===== config.mk =====
export PLATFORM = sky130hd
export DESIGN_NAME = spi_mode3_regslave
export DESIGN_NICKNAME = d
export VERILOG_FILES = /design/src/rtl/spi_regslave_pkg.sv /design/src/rtl/spi_sync_edge.sv /design/src/rtl/spi_frame_shifter.sv /design/src/rtl/spi_cmd_decode.sv /design/src/rtl/spi_mode3_regslave.sv
export SDC_FILE = /design/constraint.sdc
export NUM_CORES = 1
export LEC_CHECK = 0
export ABC_AREA = 1
export CORE_MARGIN = 2
export CORE_UTILIZATION = 34
export CTS_BUF_LIST = sky130_fd_sc_hd__clkbuf_2 sky130_fd_sc_hd__clkbuf_4 sky130_fd_sc_hd__clkbuf_8
export DETAILED_ROUTE_END_ITERATION = 8
export GPL_TIMING_DRIVEN = 1
export SYNTH_ARGS = -nofsm -noshare
export SYNTH_HDL_FRONTEND = slang
export SYNTH_SLANG_ARGS = --single-unit

===== constraint.sdc =====
create_clock -name clk -period 1.84 [get_ports clk]
set_input_delay 0.368 -clock clk [delete_from_list [all_inputs] [get_ports clk]]
set_output_delay 0.368 -clock clk [all_outputs]
set_load 0.005 [all_outputs]

===== src/rtl/spi_regslave_pkg.sv =====
package spi_regslave_pkg;

    localparam int FRAME_W   = 16;
    localparam int ADDR_W    = 7;
    localparam int BYTE_W    = 8;
    localparam int RD_WORD_W = ADDR_W - 1;
    localparam int WR_WORD_W = ADDR_W - 2;
    localparam int CNT_W     = $clog2(FRAME_W);

    // Frame layout: {write flag, byte address, data byte}
    typedef struct packed {
        logic              is_write;
        logic [ADDR_W-1:0] addr;
        logic [BYTE_W-1:0] data;
    } frame_t;

    typedef enum logic [1:0] {
        LOAD_NONE = 2'd0,
        LOAD_ZERO = 2'd1,
        LOAD_REG  = 2'd2
    } load_e;

    function automatic frame_t to_frame(input logic [FRAME_W-1:0] w);
        return frame_t'(w);
    endfunction

    function automatic logic [RD_WORD_W-1:0] rd_word_of(input logic [ADDR_W-1:0] a);
        return a[ADDR_W-1:1];
    endfunction

endpackage


===== src/rtl/spi_sync_edge.sv =====
module spi_sync_edge
    import spi_regslave_pkg::*;
#(
    parameter int SYNC_STAGES = 2
) (
    input  logic clk,
    input  logic rst,
    input  logic sclk_i,
    input  logic cs_n_i,
    input  logic mosi_i,
    output logic sclk_rise,
    output logic sclk_fall,
    output logic cs_active,
    output logic mosi_s
);
    localparam int NSIG = 3;
    localparam logic [NSIG-1:0] IDLE = 3'b110; // {sclk, cs_n, mosi}

    logic [NSIG-1:0] raw;
    logic [SYNC_STAGES-1:0][NSIG-1:0] pipe;
    logic [NSIG-1:0] synced;
    logic sclk_d;

    assign raw    = {sclk_i, cs_n_i, mosi_i};
    assign synced = pipe[SYNC_STAGES-1];

    always_ff @(posedge clk) begin
        if (rst) begin
            for (int i = 0; i < SYNC_STAGES; i++) pipe[i] <= IDLE;
            sclk_d <= 1'b1;
        end else begin
            pipe[0] <= raw;
            for (int i = 1; i < SYNC_STAGES; i++) pipe[i] <= pipe[i-1];
            sclk_d <= synced[2];
        end
    end

    assign sclk_rise = synced[2] & ~sclk_d;
    assign sclk_fall = ~synced[2] & sclk_d;
    assign cs_active = ~synced[1];
    assign mosi_s    = synced[0];

endmodule


===== src/rtl/spi_frame_shifter.sv =====
module spi_frame_shifter
    import spi_regslave_pkg::*;
(
    input  logic               clk,
    input  logic               rst,
    input  logic               sclk_rise,
    input  logic               sclk_fall,
    input  logic               cs_active,
    input  logic               mosi_s,
    input  logic               tx_load,
    input  logic [FRAME_W-1:0] tx_word,
    output logic               frame_done,
    output logic [FRAME_W-1:0] frame_word,
    output logic               miso_bit
);
    logic [CNT_W-1:0]   bit_cnt;
    logic [FRAME_W-1:0] rx_sr;
    logic [FRAME_W-1:0] tx_sr;
    logic [FRAME_W-1:0] rx_next;

    assign rx_next = {rx_sr[FRAME_W-2:0], mosi_s};

    always_ff @(posedge clk) begin
        if (rst) begin
            frame_word <= '0;
        end else if (cs_active && sclk_rise && bit_cnt == CNT_W'(FRAME_W - 1)) begin
            frame_word <= rx_next;
        end
    end

    always_ff @(posedge clk) begin
        if (rst || !cs_active) begin
            bit_cnt    <= '0;
            rx_sr      <= '0;
            tx_sr      <= '0;
            miso_bit   <= 1'b0;
            frame_done <= 1'b0;
        end else begin
            frame_done <= 1'b0;
            if (sclk_rise) begin
                rx_sr   <= rx_next;
                bit_cnt <= bit_cnt + 1'b1;
                if (bit_cnt == CNT_W'(FRAME_W - 1)) frame_done <= 1'b1;
            end
            if (sclk_fall) begin
                miso_bit <= tx_sr[FRAME_W-1];
                tx_sr    <= {tx_sr[FRAME_W-2:0], 1'b0};
            end
            if (tx_load) tx_sr <= tx_word;
        end
    end

endmodule


===== src/rtl/spi_cmd_decode.sv =====
module spi_cmd_decode
    import spi_regslave_pkg::*;
(
    input  logic                 clk,
    input  logic                 rst,
    input  logic                 cs_active,
    input  logic                 frame_done,
    input  logic [FRAME_W-1:0]   frame_word,
    output logic [RD_WORD_W-1:0] rf_rd_word,
    output logic                 rf_wr_en,
    output logic [WR_WORD_W-1:0] rf_wr_word,
    output logic                 rf_wr_upper,
    output logic [BYTE_W-1:0]    rf_wr_byte,
    output load_e                load_kind
);
    frame_t f;
    assign f = to_frame(frame_word);

    // Write address drops the top address bit of the frame.
    assign rf_wr_en    = frame_done & f.is_write;
    assign rf_wr_word  = f.addr[ADDR_W-2:1];
    assign rf_wr_upper = f.addr[0];
    assign rf_wr_byte  = f.data;

    always_ff @(posedge clk) begin
        if (rst) begin
            rf_rd_word <= '0;
            load_kind  <= LOAD_NONE;
        end else if (!cs_active) begin
            load_kind  <= LOAD_NONE;
        end else begin
            load_kind <= LOAD_NONE;
            if (frame_done) begin
                if (f.is_write) begin
                    load_kind <= LOAD_ZERO;
                end else begin
                    rf_rd_word <= rd_word_of(f.addr);
                    load_kind  <= LOAD_REG;
                end
            end
        end
    end

endmodule


===== src/rtl/spi_mode3_regslave.sv =====
module spi_mode3_regslave
    import spi_regslave_pkg::*;
#(
    parameter int SYNC_STAGES = 2
) (
    input  logic                 clk,
    input  logic                 rst,
    input  logic                 sclk,
    input  logic                 cs_n,
    input  logic                 mosi,
    output logic                 miso,
    output logic                 miso_oe,
    output logic [RD_WORD_W-1:0] rf_rd_word,
    input  logic [FRAME_W-1:0]   rf_rd_data,
    output logic                 rf_wr_en,
    output logic [WR_WORD_W-1:0] rf_wr_word,
    output logic                 rf_wr_upper,
    output logic [BYTE_W-1:0]    rf_wr_byte,
    output logic                 frame_done,
    output logic [FRAME_W-1:0]   frame_word
);
    logic sclk_rise, sclk_fall, cs_active, mosi_s, miso_bit;
    logic tx_load;
    logic [FRAME_W-1:0] tx_word;
    load_e load_kind;

    spi_sync_edge #(.SYNC_STAGES(SYNC_STAGES)) u_sync (
        .clk(clk), .rst(rst),
        .sclk_i(sclk), .cs_n_i(cs_n), .mosi_i(mosi),
        .sclk_rise(sclk_rise), .sclk_fall(sclk_fall),
        .cs_active(cs_active), .mosi_s(mosi_s)
    );

    spi_frame_shifter u_shift (
        .clk(clk), .rst(rst),
        .sclk_rise(sclk_rise), .sclk_fall(sclk_fall),
        .cs_active(cs_active), .mosi_s(mosi_s),
        .tx_load(tx_load), .tx_word(tx_word),
        .frame_done(frame_done), .frame_word(frame_word),
        .miso_bit(miso_bit)
    );

    spi_cmd_decode u_dec (
        .clk(clk), .rst(rst),
        .cs_active(cs_active),
        .frame_done(frame_done), .frame_word(frame_word),
        .rf_rd_word(rf_rd_word),
        .rf_wr_en(rf_wr_en), .rf_wr_word(rf_wr_word),
        .rf_wr_upper(rf_wr_upper), .rf_wr_byte(rf_wr_byte),
        .load_kind(load_kind)
    );

    assign tx_load = (load_kind != LOAD_NONE);
    assign tx_word = (load_kind == LOAD_REG) ? rf_rd_data : '0;

    assign miso_oe = cs_active;
    assign miso    = cs_active & miso_bit;

endmodule


== Word-level counts from Yosys, hierarchy flattened ==
Index checks and enable logic that the tools add are counted.
Widths: inputs -> output; s select.

* Bits in registers: 68
* Bits in latches: 0
* RAM bits: 0
* Bits in read-only memories: 0
* Input port bits: 21
* Output and inout bits: 40
* Memories: 0

* Add/subtract/negate cells: 1
* Multiply operators: 0
* Div/mod/pow operators: 0
* Magnitude comparators: 0
* Equal/unequal tests: 2
* Shift-type cells: 0
* Multiplexer cells: 5
* Bitwise gates (word level): 10
* Reduce and logical (&&, ||, !) cells: 8

{| class="wikitable"
|+ Operators by type and width
! operator !! number
|-
| $mux 16 || 3
|-
| $not 1->1 || 6
|-
| $add 4x1->4 const B || 1
|-
| $and 1x1->1 || 4
|-
| $eq 4x4->1 const B || 1
|-
| $reduce_bool 2->1 || 2
|-
| $reduce_and 3->1 || 1
|-
| $reduce_or 3->1 || 1
|-
| $eq 2x2->1 const B || 1
|-
| $logic_and 1x1->1 || 2
|-
| $mux 2 || 1
|-
| $reduce_or 2->1 || 1
|-
| $logic_or 1x1->1 || 1
|-
| $mux 1 || 1
|}

== Logic depth before layout (Yosys ltp) ==
* Depth in word-level cells: 4
* Depth in mapped cells: 7
* Depth with buffers taken out: 6

== By module ==
Synthesis repeated with hierarchy kept, for this count alone.

* Cells, all modules: 428
* Area, all modules: 3047.9 µm²

{| class="wikitable"
|+ By module, submodules not included
! module !! instances !! cells each !! area an instance (µm²) !! seq. area each (µm²)
|-
| spi_frame_shifter || 1 || 303 || 2218.4 || 1061.0
|-
| spi_cmd_decode || 1 || 61 || 425.4 || 160.2
|-
| spi_sync_edge || 1 || 26 || 214.0 || 140.1
|-
| spi_mode3_regslave || 1 || 38 || 190.2 || 0.0
|}

== Least setup slack after synthesis ==
No wires, ideal clock.

* Path kind: register to register
* From: register u_shift.bit_cnt[0]
* To: register u_shift.frame_word[10]
* Data arrival time: 1.045 ns
* Setup slack: 0.683 ns
* Cell stages (with the launch flop): 8
* Buffers on the path: 1
* Path through: dfxtp_1 -> ha_1 -> inv_1 -> nor2_4 -> buf_4 -> nand3_1 -> nand2_1 -> nor2_1

* Longest elaborated chain between the ends: 2

{| class="wikitable"
|+ Ends and longest elaborated chain
! item !! line !! RTL
|-
| from (decl) || spi_frame_shifter.sv:16 || <nowiki>logic [CNT_W-1:0] bit_cnt;</nowiki>
|-
| from (signal assigned) || spi_frame_shifter.sv:42 || <nowiki>bit_cnt <= bit_cnt + 1'b1;</nowiki>
|-
| $eq 4x4->1 || spi_frame_shifter.sv:26 || <nowiki>end else if (cs_active && sclk_rise && bit_cnt == CNT_W'(FRAME_W - 1)) begin</nowiki>
|-
| $logic_and 1x1->1 || spi_frame_shifter.sv:26 ||
|-
| to (signal assigned) || spi_frame_shifter.sv:27 || <nowiki>frame_word <= rx_next;</nowiki>
|-
| to (decl) || spi_frame_shifter.sv:13 || <nowiki>output logic [FRAME_W-1:0] frame_word,</nowiki>
|}

No other way between the ends.
A chain may end at the register's enable or synchronous reset.

== Final worst setup path ==
* From: register u_shift.frame_word[15]
* To: output rf_wr_en

* Longest elaborated chain between the ends: 1

{| class="wikitable"
|+ Ends and longest elaborated chain
! item !! line !! RTL
|-
| $and 1x1->1 || spi_cmd_decode.sv:20 || <nowiki>assign rf_wr_en = frame_done & f.is_write;</nowiki>
|-
| to (decl) || spi_mode3_regslave.sv:15 || <nowiki>output logic rf_wr_en,</nowiki>
|}

No other way between the ends.

==> flow_summary.toml <==
[power_and_ir_drop]
p_leak_nw = 1.37
power_switching_w = 0.000656
clockPowerShare_pct = 45.8
p_total_w = 0.00297
sequentialPowerShare_pct = 50.1
p_int_w = 0.00231
swShare_pct = 22.1
comb_power_share_pct = 4.0
pwr_density_cell_nw_per_um2 = 824
ir_drop_uv = 394

[worst_hold_path]
hp-class = "reg2reg"
min-delay-start = "u_sync.pipe[0]$_SDFF_PP0_"
min_to = "u_sync.synced[0]$_SDFF_PP0_"
hold_depth = 2

[global_routing]
grt_max_degree = 31
antenna_found_initial = 0
grtUsageTotal_pct = 13.6
grt_pass1_vias = 2162
grt_first_pass_wirelength_um = 9600
overflow = 0

[critical_path]
setup.reg_to_reg.worst_slack_ns = 0.50
path_max_fanout = 4
cp_slowest_cell = "clkdlybuf4s50_1"
path_class = "reg2out"
worstSetupStartpointType = "flip-flop"
required_ns = 1.47
slowest_delay_ns = 0.49
crit_path_end_kind = "output port"
path_cells = "nand2_1 -> inv_1 -> clkdlybuf4s50_1"
rr_worst_depth = 6
worstReg2RegEnd = "u_shift.frame_word[9]$_SDFFE_PP0P_"
crit_arrival_ns = 1.37
r2r-start = "u_shift.bit_cnt[1]$_SDFFE_PP0N_"

[yosys]
synth_seq_area_share_pct = 48.7
synthCells = 377
syn_area_per_cell_um2 = 7.42
syn_area_um2 = 2800
synth-edff-count = 0
ys_ff_latch = 68
ys.flop_type = "dfxtp_1"
yosysWarnings = 0
syn_nets = 399
synth.distinct_cells = 21
async_reset_ff_share_pct = 0

[clock_network]
post_cts_buffers = 0
cts_root_buf = "clkbuf_8"
clk_pin_slew_ns = 0.07
post_cts_resize_count = 0
ctsHoldBuffers = 0
cts-htree-levels = 3
cts_buffers = 9
clockBufferDepth = 2
cts_tree = "yes"
clk_latency_ns = 0.35
cts_sinks = 68

[die]
io_pins = 61
fp.dieW_um = 94.7
start_util_pct = 34.6
core.rowCount = 33
die-area_um2 = 8970
design.core.area_um2 = 8090
die_height_um = 94.7

[place]
place_hpwl_um = 3730
io_buffers = 60
place.gp.congestion = 0.717

[timing]
setup_violations = 0
period_needed_ns = 1.74
finalMaxSlewViolations = 0
hold_violations = 0
fmax_mhz = 574
rsz0062_at_grt = "no"
fin_tns_setup_ns = 0
fin_crit_sh_pct = 94.7
max_slew_margin_pct = 54.3
finalClockSkew_ns = 0.00799
worstMarginPinSlew_ns = 0.685

[route]
dr.pass1.iters = 4
drc_errors = 0
drt_iter0_drc = 58
routed_wl_um = 5500
ant_nets = 0
wl_per_cell_um = 10.3
num_vias = 2397
via_per_inst = 4.50

[cells_and_area]
antenna_cells = 0
drive_gt1_share_pct = 10.0
areaGrowthSynthToFinish_pct = 28.8
layout.nets = 445
fillers = 875
multi_input_area_um2 = 1110
seqCellArea_um2 = 1370

[run]
maxCapViolations = 0

[status]
status = "finished clean"
## worst max-delay path: cells and delay by family (launching register included)
kind	cells	cell delay, ns
and+or+nand+nor	1	0.11
DFF	1	0.36
buffers and inverters	2	0.56
## power groups by stage
stage | logic, W | clock network, W | registers (W)
2_1_floorplan | 0.0000639 | 0 | 0.00152
3_3_place_gp | 0.000120 | 0 | 0.00152
3_5_place_dp | 0.000121 | 0 | 0.00152
4_1_cts | 0.000122 | 0.00140 | 0.00149
5_1_grt | 0.000135 | 0.00147 | 0.00149
6_report | 0.000120 | 0.00136 | 0.00149
## synthesized netlist by cell type (2+ instances only)
| library cell | number | area share, % |
|---|---|---|
| nand3_2 | 2 | 0.72 |
| dfxtp_1 | 68 | 49 |
| buf_4 | 18 | 4.8 |
| nand2_2 | 3 | 0.67 |
| inv_2 | 3 | 0.40 |
| a21oi_1 | 17 | 3.0 |
| buf_2 | 9 | 1.6 |
| nand3_1 | 17 | 3.0 |
| buf_6 | 2 | 0.80 |
| nor2_1 | 88 | 12 |
| o21ai_0 | 24 | 4.3 |
| o21ai_1 | 14 | 2.5 |
| nand2_1 | 71 | 9.5 |
| nor2_4 | 6 | 2.4 |
| inv_1 | 26 | 3.5 |
| or2_2 | 4 | 0.89 |
## worst max path at each step
stage | from | end | depth (start not counted)
finish | u_shift.frame_word[15]$_SDFFE_PP0P_ | rf_wr_en | 3
floorplan | u_shift.bit_cnt[0]$_SDFFE_PP0N_ | u_shift.frame_word[10]$_SDFFE_PP0P_ | 7
CTS | u_sync.synced[1]$_SDFF_PP1_ | miso | 2
detailed placement | rst | u_dec.rf_rd_word[0]$_SDFFE_PP0P_ | 4
global placement | rst | u_dec.rf_rd_word[0]$_SDFFE_PP0P_ | 4
global route | u_sync.synced[1]$_SDFF_PP1_ | miso | 2
## layout make-up
type / count / area share [%]
Tap cell: 105 / 3.65
Timing Repair Buffer: 65 / 18.1
Inverter: 30 / 3.20
Sequential cell: 68 / 37.9
Multi-Input combinational cell: 249 / 30.9
Clock inverter: 7 / 2.81
Clock buffer: 9 / 3.44
## placed cells by master (no fill, tap or decap), drive strengths merged
cell type	instances
nor2	94
nand2	74
dfxtp	68
clkdlybuf4s50	60
o21ai	38
inv	30
nand3	19
a21oi	17
clkbuf	9
buf	5
or2	4
clkinv	3
bufinv	2
clkinvlp	2
xor2	1
nor3	1
ha	1
## state kept, by name, summed over array words and instances, names as in the netlist
| name | count |
|---|---|
| u_shift.frame_word | 16 |
| u_shift.miso_bit | 1 |
| u_shift.rx_sr | 15 |
| u_sync.sclk_d | 1 |
| u_sync.pipe | 3 |
| u_shift.bit_cnt | 4 |
| u_dec.load_kind | 2 |
| u_shift.frame_done | 1 |
| u_sync.synced | 3 |
| u_shift.tx_sr | 16 |
| u_dec.rf_rd_word | 6 |
## metal layers
| layer | GRT usage (%) | part of all wire (%) | up-vias |
|---|---|---|---|
| met1 | 16.7 | 47 | 1074 |
| li1 | - | - | 1251 |
| met2 | 22.2 | 45 | 62 |
| met4 | 6.52 | 2.0 | 0 |
| met3 | 3.51 | 5.9 | 10 |
| met5 | 0 | 0 | - |
## kinds of logic after synthesis
kind of cell,share of synthesized area (%)
and+or+nand+nor,29.2
DFF,48.7
buffers and inverters,11.5
AOI/OAI and AO/OA,9.84
xor gates and xnor gates,0.313
adders and majority gates,0.447
## metrics by stage
stage | hold WS [ns] | cells | instance area (um2) | utilization [%] | setup slack, ns
after floorplan | 0.388 | 377 | 2800 | - | 0.683
after global placement | 0.394 | 517 | 3370 | 41.7 | 0.0230
after detailed placement | 0.399 | 517 | 3370 | 41.7 | 0.0205
after CTS | 0.409 | 533 | 3600 | 44.5 | 0.00201
after global routing | 0.429 | 533 | 3600 | 44.5 | 0.0282
final | 0.407 | 533 | 3600 | 44.5 | 0.0973
No activity file was read; power rests on OpenSTA's default activity.
